--- config.mk ---
export PLATFORM = sky130hd
export DESIGN_NAME = sg_dma
export DESIGN_NICKNAME = d
export VERILOG_FILES = /design/src/rtl/sg_dma_pkg.sv /design/src/rtl/sg_dma_regs.sv /design/src/rtl/sg_dma_region.sv /design/src/rtl/sg_dma_fsm.sv /design/src/rtl/sg_dma.sv
export SDC_FILE = /design/constraint.sdc
export NUM_CORES = 1
export LEC_CHECK = 0
export ABC_AREA = 1
export ABC_CLOCK_PERIOD_IN_PS = 2700
export BUFFER_PORTS_ARGS = -buffer_cell sky130_fd_sc_hd__buf_4
export CAP_MARGIN = 40
export CORE_MARGIN = 8
export CORE_UTILIZATION = 31
export DETAILED_ROUTE_END_ITERATION = 10
export MAX_ROUTING_LAYER = met4
export SYNTH_ARGS = -nofsm -noshare
export SYNTH_HDL_FRONTEND = slang
export SYNTH_HIERARCHICAL = 1
export SYNTH_SLANG_ARGS = --single-unit
--- constraint.sdc ---
create_clock -name clk -period 2.7 [get_ports clk]
set_input_delay 0.135 -clock clk [delete_from_list [all_inputs] [get_ports clk]]
set_output_delay 0.135 -clock clk [all_outputs]
set_load 0.01 [all_outputs]
--- src/rtl/sg_dma_pkg.sv ---
package sg_dma_pkg;

  typedef enum logic [3:0] {
    ST_IDLE,
    ST_DESC_A,
    ST_DESC_B,
    ST_DESC_W0,
    ST_DESC_W1,
    ST_RD_ISSUE,
    ST_RD_WAIT,
    ST_RD_CATCH,
    ST_OFFER
  } eng_state_t;

  localparam logic [1:0] RA_CMD  = 2'd0;
  localparam logic [1:0] RA_STAT = 2'd1;
  localparam logic [1:0] RA_TBL  = 2'd2;

  localparam int CMD_GO_BIT    = 0;
  localparam int CMD_TOMEM_BIT = 1;

  localparam int STAT_ACT_BIT   = 0;
  localparam int STAT_FAULT_BIT = 1;
  localparam int STAT_IRQ_BIT   = 2;

endpackage

--- src/rtl/sg_dma_regs.sv ---
module sg_dma_regs
  import sg_dma_pkg::*;
#(
  parameter int DATA_W = 32
) (
  input  logic              clk,
  input  logic              rst,
  input  logic              reg_wr,
  input  logic [1:0]        reg_addr,
  input  logic [DATA_W-1:0] reg_wdata,
  output logic [DATA_W-1:0] reg_rdata,
  input  logic              fin_i,
  input  logic              halt_i,
  output logic              go,
  output logic              run,
  output logic              to_mem,
  output logic [DATA_W-1:0] tbl_ptr,
  output logic              active,
  output logic              fault,
  output logic              irq
);

  logic [DATA_W-1:0] rd_mux;
  logic              start_wr;

  assign start_wr = reg_wr && (reg_addr == RA_CMD) && reg_wdata[CMD_GO_BIT];

  always_comb begin
    rd_mux = '0;
    case (reg_addr)
      RA_CMD: begin
        rd_mux[CMD_GO_BIT]    = run;
        rd_mux[CMD_TOMEM_BIT] = to_mem;
      end
      RA_STAT: begin
        rd_mux[STAT_ACT_BIT]   = active;
        rd_mux[STAT_FAULT_BIT] = fault;
        rd_mux[STAT_IRQ_BIT]   = irq;
      end
      RA_TBL:  rd_mux = tbl_ptr;
      default: rd_mux = '0;
    endcase
  end

  always_ff @(posedge clk) begin
    if (rst) begin
      go        <= 1'b0;
      run       <= 1'b0;
      to_mem    <= 1'b0;
      tbl_ptr   <= '0;
      active    <= 1'b0;
      fault     <= 1'b0;
      irq       <= 1'b0;
      reg_rdata <= '0;
    end else begin
      go        <= 1'b0;
      reg_rdata <= rd_mux;
      if (fin_i || halt_i) active <= 1'b0;
      if (fin_i) irq <= 1'b1;
      if (reg_wr) begin
        case (reg_addr)
          RA_CMD: begin
            run <= reg_wdata[CMD_GO_BIT];
            if (!active) to_mem <= reg_wdata[CMD_TOMEM_BIT];
          end
          RA_STAT: begin
            if (reg_wdata[STAT_FAULT_BIT]) fault <= 1'b0;
            if (reg_wdata[STAT_IRQ_BIT])   irq   <= 1'b0;
          end
          RA_TBL:  tbl_ptr <= reg_wdata;
          default: ;
        endcase
      end
      if (start_wr && !active) begin
        if (tbl_ptr[1:0] != 2'b00) begin
          fault <= 1'b1;
        end else begin
          fault  <= 1'b0;
          irq    <= 1'b0;
          active <= 1'b1;
          go     <= 1'b1;
        end
      end
    end
  end

endmodule

--- src/rtl/sg_dma_region.sv ---
module sg_dma_region #(
  parameter int DATA_W = 32,
  parameter int CNT_W  = 16
) (
  input  logic              clk,
  input  logic              rst,
  input  logic              load,
  input  logic [DATA_W-1:0] ld_base,
  input  logic [CNT_W-1:0]  ld_cnt,
  input  logic              ld_eol,
  input  logic              step,
  output logic [DATA_W-1:0] cur_base,
  output logic              is_last,
  output logic              is_eol
);

  localparam int WB   = DATA_W / 8;
  localparam int WSH  = $clog2(WB);
  localparam int FW   = CNT_W - WSH;
  localparam int WC_W = FW + 1;

  logic [WC_W-1:0] left;
  logic [FW-1:0]   fld;
  logic [WC_W-1:0] ld_words;
  logic            unused_lo;

  assign fld       = ld_cnt[CNT_W-1:WSH];
  assign ld_words  = (fld == '0) ? (WC_W'(1) << FW) : {1'b0, fld};
  assign is_last   = (left == WC_W'(1));
  assign unused_lo = ^{ld_cnt[WSH-1:0], ld_base[WSH-1:0]};

  always_ff @(posedge clk) begin
    if (rst) begin
      cur_base <= '0;
      left     <= '0;
      is_eol   <= 1'b0;
    end else if (load) begin
      cur_base <= {ld_base[DATA_W-1:WSH], {WSH{1'b0}}};
      left     <= ld_words;
      is_eol   <= ld_eol;
    end else if (step) begin
      cur_base <= cur_base + DATA_W'(WB);
      left     <= left - WC_W'(1);
    end
  end

endmodule

--- src/rtl/sg_dma_fsm.sv ---
module sg_dma_fsm
  import sg_dma_pkg::*;
#(
  parameter int DATA_W = 32,
  parameter int CNT_W  = 16,
  parameter int PAGE_W = 16
) (
  input  logic              clk,
  input  logic              rst,
  input  logic              go,
  input  logic              run,
  input  logic              to_mem,
  input  logic [DATA_W-1:0] tbl_ptr,
  output logic              fin,
  output logic              halt,
  output logic              mem_req,
  output logic              mem_we,
  output logic [DATA_W-1:0] mem_addr,
  output logic [DATA_W-1:0] mem_wdata,
  input  logic [DATA_W-1:0] mem_rdata,
  input  logic              dev_req,
  output logic              dev_ack,
  input  logic [DATA_W-1:0] dev_wdata,
  output logic [DATA_W-1:0] dev_rdata,
  output logic              rg_load,
  output logic [DATA_W-1:0] rg_base,
  output logic [CNT_W-1:0]  rg_cnt,
  output logic              rg_eol,
  output logic              rg_step,
  input  logic [DATA_W-1:0] cur_base,
  input  logic              is_last,
  input  logic              is_eol
);

  localparam int WB         = DATA_W / 8;
  localparam int DESC_BYTES = 2 * WB;

  eng_state_t        state;
  logic [DATA_W-1:0] walk;
  logic [DATA_W-1:0] desc_base;
  logic              dir_wr;
  logic              beat;

  assign beat    = (state == ST_OFFER) && dev_ack && dev_req;
  assign rg_step = beat;
  assign rg_load = (state == ST_DESC_W1);
  assign rg_base = desc_base;
  assign rg_cnt  = mem_rdata[CNT_W-1:0];
  assign rg_eol  = mem_rdata[DATA_W-1];
  assign fin     = beat && is_last && is_eol;
  assign halt    = (state != ST_IDLE) && !run;

  always_ff @(posedge clk) begin
    if (rst) begin
      state     <= ST_IDLE;
      walk      <= '0;
      desc_base <= '0;
      dir_wr    <= 1'b0;
      mem_req   <= 1'b0;
      mem_we    <= 1'b0;
      mem_addr  <= '0;
      mem_wdata <= '0;
      dev_ack   <= 1'b0;
      dev_rdata <= '0;
    end else begin
      mem_req <= 1'b0;
      mem_we  <= 1'b0;
      case (state)
        ST_IDLE: begin
          dev_ack <= 1'b0;
          if (go) begin
            walk   <= tbl_ptr;
            dir_wr <= to_mem;
            state  <= ST_DESC_A;
          end
        end
        ST_DESC_A: begin
          mem_req  <= 1'b1;
          mem_addr <= walk;
          state    <= ST_DESC_B;
        end
        ST_DESC_B: begin
          mem_req  <= 1'b1;
          mem_addr <= {walk[DATA_W-1:PAGE_W], walk[PAGE_W-1:0] + PAGE_W'(WB)};
          state    <= ST_DESC_W0;
        end
        ST_DESC_W0: begin
          desc_base <= mem_rdata;
          state     <= ST_DESC_W1;
        end
        ST_DESC_W1: begin
          walk <= {walk[DATA_W-1:PAGE_W], walk[PAGE_W-1:0] + PAGE_W'(DESC_BYTES)};
          if (dir_wr) begin
            dev_ack <= 1'b1;
            state   <= ST_OFFER;
          end else begin
            state <= ST_RD_ISSUE;
          end
        end
        ST_RD_ISSUE: begin
          mem_req  <= 1'b1;
          mem_addr <= cur_base;
          state    <= ST_RD_WAIT;
        end
        ST_RD_WAIT: state <= ST_RD_CATCH;
        ST_RD_CATCH: begin
          dev_rdata <= mem_rdata;
          dev_ack   <= 1'b1;
          state     <= ST_OFFER;
        end
        ST_OFFER: begin
          if (beat) begin
            if (dir_wr) begin
              mem_req   <= 1'b1;
              mem_we    <= 1'b1;
              mem_addr  <= cur_base;
              mem_wdata <= dev_wdata;
            end
            if (is_last) begin
              dev_ack <= 1'b0;
              state   <= is_eol ? ST_IDLE : ST_DESC_A;
            end else if (!dir_wr) begin
              dev_ack <= 1'b0;
              state   <= ST_RD_ISSUE;
            end
          end
        end
        default: state <= ST_IDLE;
      endcase
      if (halt) begin
        state   <= ST_IDLE;
        dev_ack <= 1'b0;
      end
    end
  end

endmodule

--- src/rtl/sg_dma.sv ---
module sg_dma
  import sg_dma_pkg::*;
#(
  parameter int DATA_W = 32,
  parameter int CNT_W  = 16,
  parameter int PAGE_W = 16
) (
  input  logic              clk,
  input  logic              rst,
  input  logic              reg_wr,
  input  logic [1:0]        reg_addr,
  input  logic [DATA_W-1:0] reg_wdata,
  output logic [DATA_W-1:0] reg_rdata,
  output logic              mem_req,
  output logic              mem_we,
  output logic [DATA_W-1:0] mem_addr,
  output logic [DATA_W-1:0] mem_wdata,
  input  logic [DATA_W-1:0] mem_rdata,
  input  logic              dev_req,
  output logic              dev_ack,
  input  logic [DATA_W-1:0] dev_wdata,
  output logic [DATA_W-1:0] dev_rdata
);

  logic              go, run, to_mem, fin, halt;
  logic              st_active, st_fault, st_irq;
  logic [DATA_W-1:0] tbl_ptr;
  logic              rg_load, rg_eol, rg_step, is_last, is_eol;
  logic [DATA_W-1:0] rg_base, cur_base;
  logic [CNT_W-1:0]  rg_cnt;

  sg_dma_regs #(.DATA_W(DATA_W)) u_regs (
    .clk(clk), .rst(rst), .reg_wr(reg_wr), .reg_addr(reg_addr),
    .reg_wdata(reg_wdata), .reg_rdata(reg_rdata), .fin_i(fin), .halt_i(halt),
    .go(go), .run(run), .to_mem(to_mem), .tbl_ptr(tbl_ptr),
    .active(st_active), .fault(st_fault), .irq(st_irq)
  );

  sg_dma_fsm #(.DATA_W(DATA_W), .CNT_W(CNT_W), .PAGE_W(PAGE_W)) u_fsm (
    .clk(clk), .rst(rst), .go(go), .run(run), .to_mem(to_mem), .tbl_ptr(tbl_ptr),
    .fin(fin), .halt(halt), .mem_req(mem_req), .mem_we(mem_we),
    .mem_addr(mem_addr), .mem_wdata(mem_wdata), .mem_rdata(mem_rdata),
    .dev_req(dev_req), .dev_ack(dev_ack), .dev_wdata(dev_wdata),
    .dev_rdata(dev_rdata), .rg_load(rg_load), .rg_base(rg_base),
    .rg_cnt(rg_cnt), .rg_eol(rg_eol), .rg_step(rg_step),
    .cur_base(cur_base), .is_last(is_last), .is_eol(is_eol)
  );

  sg_dma_region #(.DATA_W(DATA_W), .CNT_W(CNT_W)) u_region (
    .clk(clk), .rst(rst), .load(rg_load), .ld_base(rg_base), .ld_cnt(rg_cnt),
    .ld_eol(rg_eol), .step(rg_step), .cur_base(cur_base),
    .is_last(is_last), .is_eol(is_eol)
  );

endmodule

==> results.sh, run 1 <==
export IMPL_status="finished, final reports clean"
export IMPL_worst_slew_pin_slew_ns=0.6310
export IMPL_seq_power_share_pct=41.7
export IMPL_drc=0
export IMPL_pin_count=233
export IMPL_leakage_nw=7.048
export IMPL_yosysWarnings=6
export IMPL_vias_per_cell=4.786
export IMPL_power_share_switching_pct=25.45
export IMPL_start_util_pct=31.27
export IMPL_die_area_sq_um=47830
export IMPL_rows=74
export IMPL_area_growth_pct=33.24
export IMPL_via_count=12720
export IMPL_drive_gt1_share_pct=17.18
export IMPL_ant_nets=0
export IMPL_clkSinkCount=282
export IMPL_arrival_ns=2.68
export IMPL_finalMaxSlewViolations=0
export IMPL_clk_path_buf_depth=3
export IMPL_placed_cells=2496
export IMPL_dp_hpwl_mm=30.84
export IMPL_htree_num_levels=2
export IMPL_p_int_mw=8.041
export IMPL_cts_root_buffer="clkbuf_16"
export IMPL_min_period_ns=2.259
export IMPL_fin_skew_ns=0.01527
export IMPL_r2r_end="u_region/cur_base[13]"
export IMPL_syn_inst=1809
export IMPL_core_area_sq_um=40740
export IMPL_avgSynthCellArea_sq_um=7.042
export IMPL_port_buffers=232
export IMPL_fin_area_sq_um=16970
export IMPL_drtPass1Iterations=5
export IMPL_cp_required_ns=3.12
export IMPL_final_hold_viol_count=0
export IMPL_clock_latency_ns=0.53
export IMPL_post_dp_cell_area_sq_um=14770
export IMPL_powerDensity_nw_per_um2=635.5
export IMPL_ctsHoldBuffers=100
export IMPL_grt_max_degree=63
export IMPL_antenna_found_initial=1
export IMPL_timing_rr_start="u_fsm/state[3]"
export IMPL_grt_setup_unrepaired="false"
export IMPL_r2r_setup_slack_ns=0.44
export IMPL_wl_mm=42.80
export IMPL_crit_type="reg2reg"
export IMPL_wire_per_inst_microns=16.10
export IMPL_grt_usage_pct=17.87
export IMPL_finalSetupViolCount=0
export IMPL_end_kind="flip-flop"
export IMPL_fin_crit_sh_pct=83.66
export IMPL_p_clk_share_pct=45.2
export IMPL_grt_pass1_vias=12506
export IMPL_gr_total_overflow=0
export IMPL_power_switching_mw=2.745
export IMPL_relSlewSlack_pct=57.93
export IMPL_final_nets=2212
export IMPL_ir_worst_vdd_v=0.0004376
export IMPL_combPwrFrac_pct=13.1
export IMPL_final_core_util_pct=41.66
export IMPL_clk_pin_slew_ns=0.06
export IMPL_hold_start="dev_req"
export IMPL_drt_iter0_drc=883
export IMPL_place_congestion=0.9022
export IMPL_syn_cell_area_sq_um=12740
export IMPL_critPathLaunchType="flip-flop"
export IMPL_ctsResizeCount=0
export IMPL_cts_tree="built"
export IMPL_post_cts_buffers=0
export IMPL_hold_path_depth=6
export IMPL_cp_max_fo=8
export IMPL_drv_cap=0
export IMPL_hold_class="in2reg"
export IMPL_tns_ns=0
export IMPL_min_to="u_fsm/state[3]"
export IMPL_chipWidth_microns=218.7
export IMPL_grt_pass1_wl_mm=67.04
export IMPL_r2r_cells=11
export IMPL_die_h_microns=218.7
export IMPL_numCtsBuffers=35
export IMPL_finalNonFillerCells=2658
export IMPL_max_freq_mhz=442.7
==> routing by layer <==
layer	global-route usage [%]	part of all wire [%]
met4	6.828	3.0
met3	3.290	5.4
met2	30.01	49
met1	21.05	43
met5	-	0
==> worst max-delay path, cell delays in order (launching register included) <==
cell and delay, ns:
dfxtp_1 0.45, inv_2 0.10, nor2_4 0.13, nand2_2 0.09, inv_1 0.08, nand2_1 0.07
inv_1 0.31, inv_1 0.18, nor2_1 0.19, inv_1 0.16, nor4_1 0.31, nor2_1 0.08
==> worst max path at each step <==
stage,startpoint,endpoint,cells past startpoint
after floorplan,u_fsm/state[0],u_region/cur_base[22],10
after global placement,u_fsm/state[1],u_region/cur_base[22],11
after detailed placement,u_fsm/state[3],u_region/cur_base[13],11
after CTS,u_fsm/state[3],u_region/cur_base[13],11
after global routing,u_fsm/state[3],u_region/cur_base[13],11
final,u_fsm/state[3],u_region/cur_base[13],11
==> cell type report <==
class | instances | area [sq um]
clock inverter | 13 | 175.2
inverter | 164 | 619.3
tap | 532 | 665.6
sequential | 282 | 5645
fill | 4177 | 23770
clock buffer | 48 | 1027
timing repair buffer | 363 | 2988
multi-input combinational | 1255 | 5849
antenna | 1 | 2.502
==> metrics by stage <==
step           hold WS, ns  worst slack (ns)  total power, mW
2_1_floorplan       0.2041            0.8185            5.267
3_3_place_gp        0.3853            0.5639            5.878
3_5_place_dp        0.3942            0.4788            5.887
4_1_cts             0.1682            0.4707            10.96
5_1_grt             0.2574            0.2850            11.28
6_report            0.2157            0.4411            10.79
==> sequential cells by signal, indices dropped and copies added (netlist names), 4 cells and up <==
signal / flops
u_fsm/state: 4
u_fsm/mem_wdata: 32
u_region/cur_base: 30
u_fsm/mem_addr: 32
u_fsm/walk: 32
u_region/left: 15
u_fsm/rg_base: 30
u_fsm/dev_rdata: 32
u_regs/reg_rdata: 32
u_regs/tbl_ptr: 32
==> cell usage in the layout, fill, tap and decap left out, drive strengths merged, types with 2 or more instances in the layout <==
| master | instances |
|---|---|
| o21ai | 241 |
| a31oi | 9 |
| nor4 | 2 |
| a22oi | 2 |
| a21oi | 105 |
| nor2 | 421 |
| nand4 | 19 |
| dlygate4sd3 | 100 |
| buf | 263 |
| xor2 | 4 |
| dfxtp | 282 |
| nand3 | 85 |
| bufinv | 4 |
| nand2 | 295 |
| o221ai | 2 |
| o211ai | 11 |
| a221oi | 2 |
| nor3 | 17 |
| inv | 163 |
| ha | 9 |
| a211oi | 21 |
| o221a | 4 |
| clkbuf | 48 |
| conb | 2 |
| clkinv | 9 |
==> power by group through the flow <==
stage / combinational [mW] / clock [mW] / sequential [mW]
floorplan: 0.630 / 0 / 4.64
global placement: 1.29 / 0 / 4.58
detailed placement: 1.30 / 0 / 4.59
CTS: 1.43 / 5.04 / 4.50
global route: 1.56 / 5.20 / 4.52
finish: 1.41 / 4.88 / 4.50
(Power assumes the default switching activity.)
==> run 2: changes to the inputs <==
Settings changed: ABC_CLOCK_PERIOD_IN_PS 2700 to 1900.
Clock period 2.7 ns to 1.9 ns, I/O delays scaled along.
==> results.sh, run 2 (synthesis gave the netlist of run 1 again) <==
export IMPL_seq_power_share_pct=43.0
export IMPL_powerDensity_nw_per_um2=863.1
export IMPL_grt_max_degree=63
export IMPL_fin_area_sq_um=17240
export IMPL_relSlewSlack_pct=57.78
export IMPL_htree_num_levels=2
export IMPL_wl_mm=43.48
export IMPL_cts_tree="built"
export IMPL_grt_setup_unrepaired="false"
export IMPL_holdWs_ns=0.2668
export IMPL_finalMaxSlewViolations=0
export IMPL_finalPower_mw=14.88
export IMPL_tns_ns=0
export IMPL_final_setup_worst_slack_ns=0.1550
export IMPL_antenna_found_initial=0
export IMPL_wire_per_inst_microns=16.15
export IMPL_r2r_cells=8
export IMPL_p_int_mw=11.01
export IMPL_r2r_setup_slack_ns=0.16
export IMPL_worst_slew_pin_slew_ns=0.6333
export IMPL_cts_root_buffer="clkbuf_16"
export IMPL_vias_per_cell=4.791
export IMPL_end_kind="flip-flop"
export IMPL_grt_pass1_wl_mm=67.61
export IMPL_hold_class="in2reg"
export IMPL_hold_start="dev_req"
export IMPL_drv_cap=0
export IMPL_min_to="u_fsm/state[3]"
export IMPL_dp_slack_ns=-0.07360
export IMPL_die_area_sq_um=47830
export IMPL_cp_required_ns=2.31
export IMPL_chipWidth_microns=218.7
export IMPL_drt_iter0_drc=863
export IMPL_place_congestion=0.9084
export IMPL_cp_max_fo=5
export IMPL_arrival_ns=2.15
export IMPL_start_util_pct=31.27
export IMPL_core_area_sq_um=40740
export IMPL_die_h_microns=218.7
export IMPL_area_growth_pct=35.33
export IMPL_clk_pin_slew_ns=0.06
export IMPL_crit_type="reg2reg"
export IMPL_final_nets=2249
export IMPL_final_cell_mix="392 x nor2_1, 293 x buf_4, 288 x nand2_1, 281 x dfxtp_1, 207 x o21ai_0"
export IMPL_grt_pass1_vias=12625
export IMPL_clock_latency_ns=0.55
export IMPL_combPwrFrac_pct=14.0
export IMPL_clkSinkCount=282
export IMPL_via_count=12897
export IMPL_fin_skew_ns=0.03272
export IMPL_drtPass1Iterations=5
export IMPL_hold_path_depth=7
export IMPL_grt_usage_pct=18.01
export IMPL_critPathLaunchType="flip-flop"
export IMPL_dp_hpwl_mm=31.06
export IMPL_placed_cells=2525
export IMPL_numCtsBuffers=34
export IMPL_gr_total_overflow=0
export IMPL_seq_area_sq_um=5647
export IMPL_ant_nets=0
export IMPL_power_switching_mw=3.865
export IMPL_num_fill_cells=4243
export IMPL_finalSetupViolCount=0
export IMPL_final_hold_viol_count=0
export IMPL_ir_worst_vdd_v=0.0005890
export IMPL_final_common_cell="nor2_1"
export IMPL_drc=0
export IMPL_fin_crit_sh_pct=91.84
export IMPL_min_period_ns=1.745
export IMPL_clk_path_buf_depth=3
export IMPL_post_dp_cell_area_sq_um=15030
export IMPL_leakage_nw=7.199
export IMPL_timing_rr_start="u_fsm/walk[3]"
export IMPL_finalNonFillerCells=2692
export IMPL_status="finished, final reports clean"
export IMPL_multi_input_area_sq_um=5877
export IMPL_port_buffers=232
export IMPL_n_antenna_cell=0
export IMPL_power_share_switching_pct=25.97
export IMPL_rows=74
export IMPL_max_freq_mhz=573.1
export IMPL_pin_count=233
export IMPL_r2r_end="u_fsm/mem_addr[14]"
export IMPL_drive_gt1_share_pct=18.75
export IMPL_final_core_util_pct=42.32
export IMPL_p_clk_share_pct=43.1
-- run 2: timing repair --
item,4_1_cts,5_1_grt
cloned,1,0
pin swaps,1,3
hold buffers,101,0
buffers inserted,0,7
endpoints found under the hold margin,158,0
setup endpoints to repair,4,44
gates resized for setup,1,9
-- run 2: worst max-delay path by stage --
stage / from / slack (ns) / to
global route: u_fsm/walk[4] / 0.02 / u_fsm/walk[11]
detailed placement: u_fsm/state[2] / -0.07 / u_region/cur_base[8]
global placement: u_fsm/state[2] / -0.04 / u_region/cur_base[8]
finish: u_fsm/walk[3] / 0.16 / u_fsm/mem_addr[14]
floorplan: u_fsm/state[0] / 0.02 / u_region/cur_base[22]
CTS: u_fsm/state[2] / 0.05 / u_region/cur_base[22]
-- run 2: worst max-delay path, stage by stage (launching register included) --
cell and delay, ns:
dfxtp_1 0.46, ha_1 0.25, nand3_1 0.14, inv_1 0.17, nand3_1 0.11, nor3_1 0.15
nor2_1 0.09, nor2_1 0.16, nor2_1 0.07
-- run 2: cell type report --
class	count	share of cell area [%]
multi-input cells	1256	34.09
repair buffers	400	19.29
clock inverters	7	0.4500
well taps	532	3.861
flip-flops and latches	282	32.76
clock buffers	51	5.944
inverters	164	3.607
-- run 2: power groups by stage --
stage                     sequential (mW)  clock, mW  combinational (mW)
after global routing                 6.43       6.87                2.29
after global placement               6.52          0                1.91
after floorplan                      6.59          0               0.896
final                                6.39       6.41                2.08
after detailed placement             6.52          0                1.92
after CTS                            6.40       6.63                2.09
-- run 2: metal layers --
metal  vias to the layer above  share of wire (%)  track usage [%]
met5                         -                  0                -
met4                         0                2.8            6.294
met3                        69                5.0            2.572
met2                       335                 49            30.54
met1                      5995                 43            21.66
li1                       6498                  -                -
==> run 3: changes to the inputs <==
Settings changed: ABC_AREA 1 to unset, ABC_CLOCK_PERIOD_IN_PS 1900 to 2100.
Clock period 1.9 ns to 2.1 ns, I/O delays scaled along.
==> results.sh, run 3 <==
export IMPL_status="finished with violations"
export IMPL_violations="negative setup slack"
export IMPL_crit_cells=7
export IMPL_clock_latency_ns=0.58
export IMPL_end_kind="flip-flop"
export IMPL_fin_skew_ns=0.02149
export IMPL_drt_iter0_drc=746
export IMPL_tns_ns=-0.01169
export IMPL_final_common_cell="buf_4"
export IMPL_min_period_ns=2.112
export IMPL_grt_pass1_vias=11646
export IMPL_dp_hpwl_mm=28.12
export IMPL_crit_chain="or3_4 > nor2_4 > or3b_4 > nor3_4 > nand3b_1 > xor2_1 > a211oi_1"
export IMPL_r2r_cells=7
export IMPL_hold_start="reg_wdata[24]"
export IMPL_port_buffers=232
export IMPL_hold_path_depth=4
export IMPL_arrival_ns=2.59
export IMPL_syn_inst=1495
export IMPL_grt_setup_unrepaired="true"
export IMPL_max_stage_delay_ns=0.42
export IMPL_chipWidth_microns=213.6
export IMPL_cpMaxStageDelayCell="or3b_4"
export IMPL_holdWs_ns=0.3221
export IMPL_die_h_microns=213.6
export IMPL_timing_rr_start="u_fsm/state[0]"
export IMPL_cp_max_fo=4
export IMPL_rows=72
export IMPL_die_area_sq_um=45610
export IMPL_post_dp_cell_area_sq_um=14820
export IMPL_leakage_nw=6.580
export IMPL_clkSinkCount=282
export IMPL_final_nets=1969
export IMPL_core_area_sq_um=38560
export IMPL_vias_per_cell=4.890
export IMPL_dp_slack_ns=-0.2295
export IMPL_powerDensity_nw_per_um2=669.7
export IMPL_cts_tree="built"
export IMPL_final_setup_worst_slack_ns=-0.01169
export IMPL_hold_class="in2reg"
export IMPL_wire_per_inst_microns=16.82
export IMPL_pin_count=233
export IMPL_drc=0
export IMPL_fin_area_sq_um=17200
export IMPL_clk_pin_slew_ns=0.07
export IMPL_grt_pass1_wl_mm=61.86
export IMPL_wl_mm=40.41
export IMPL_via_count=11746
export IMPL_yosysWarnings=6
export IMPL_avgSynthCellArea_sq_um=8.093
export IMPL_crit_type="reg2reg"
export IMPL_final_hold_viol_count=0
export IMPL_clk_path_buf_depth=3
export IMPL_drtPass1Iterations=5
export IMPL_drv_cap=0
export IMPL_cp_required_ns=2.57
export IMPL_finalSetupViolCount=1
export IMPL_ant_nets=0
export IMPL_critPathLaunch="u_fsm/state[0]"
export IMPL_fin_crit_sh_pct=100.6
export IMPL_antenna_found_initial=1
export IMPL_grt_usage_pct=17.21
export IMPL_htree_num_levels=1
export IMPL_area_growth_pct=42.14
export IMPL_gr_total_overflow=0
export IMPL_max_freq_mhz=473.6
export IMPL_critPathLaunchType="flip-flop"
export IMPL_num_fill_cells=3859
export IMPL_relSlewSlack_pct=63.74
export IMPL_place_congestion=0.8762
export IMPL_critical_path_top_delay_family="simple AND/OR/NAND/NOR gates"
export IMPL_final_cell_mix="340 x buf_4, 333 x nand2_1, 280 x dfxtp_1, 198 x a21oi_1, 108 x nor2_1"
export IMPL_cp_num_buf_inv=0
export IMPL_grt_max_degree=58
export IMPL_syn_cell_area_sq_um=12100
export IMPL_finalMaxSlewViolations=0
export IMPL_numCtsBuffers=31
export IMPL_drive_gt1_share_pct=25.12
export IMPL_ir_worst_vdd_v=0.0006023
export IMPL_start_util_pct=31.38
export IMPL_cts_root_buffer="clkbuf_16"
export IMPL_worst_slew_pin_slew_ns=0.5439
[run 3: where the power goes]
| group | total [mW] | switching (mW) | leakage [nW] | internal [mW] |
|---|---|---|---|---|
| registers | 5.43 | 0.0345 | 2.28 | 5.39 |
| clock network | 5.45 | 2.30 | 0.506 | 3.15 |
| logic | 0.634 | 0.289 | 3.80 | 0.345 |
[run 3: layout make-up]
type                            count  area [sq um]  share of cell area [%]
Clock inverter                     17         158.9                  0.9240
Tap cell                          518         648.1                   3.769
Clock buffer                       41         863.3                   5.020
Antenna cell                        1         2.502                 0.01455
Timing Repair Buffer              459          3871                   22.51
Inverter                           16         60.06                  0.3492
Sequential cell                   282          5648                   32.84
Multi-Input combinational cell   1068          5946                   34.57
[run 3: through the flow]
stage          instances  utilization, %  total power [mW]
6_report            2402           44.60             11.52
5_1_grt             2402           44.60             11.93
4_1_cts             2393           43.83             11.65
3_5_place_dp        2233           38.45             6.018
3_3_place_gp        2232           38.42             6.012
2_1_floorplan       1496               -             5.762
[run 3: timing repair]
item,CTS,global route
hold buffers,101,0
gates resized for setup,9,37
pin swaps,7,27
cloned,0,5
setup buffers,1,3
setup endpoints to repair,14,65
endpoints found under the hold margin,151,0
[run 3: worst min-delay path: cells and delay by family]
kind                   cells  cell delay [ns]
and+or+nand+nor            1             0.04
AOI/OAI and AO/OA          1             0.10
buffers and inverters      2             0.62
[run 3: final timing paths]
check | to | slack (ns)
setup / recovery | u_region/left[13] | -0.01
hold / removal | u_regs/tbl_ptr[24] | 0.32
setup reg to reg | u_region/left[13] | -0.01
hold reg to reg | u_fsm/walk[29] | 0.45
[run 3: routing by layer]
| layer | up-vias | GRT usage (%) | share of wire (%) |
|---|---|---|---|
| li1 | 5858 | - | - |
| met1 | 5572 | 19.85 | 41 |
| met2 | 256 | 30.55 | 52 |
| met3 | 60 | 2.572 | 4.4 |
| met4 | 0 | 5.271 | 2.6 |
| met5 | - | - | 0 |
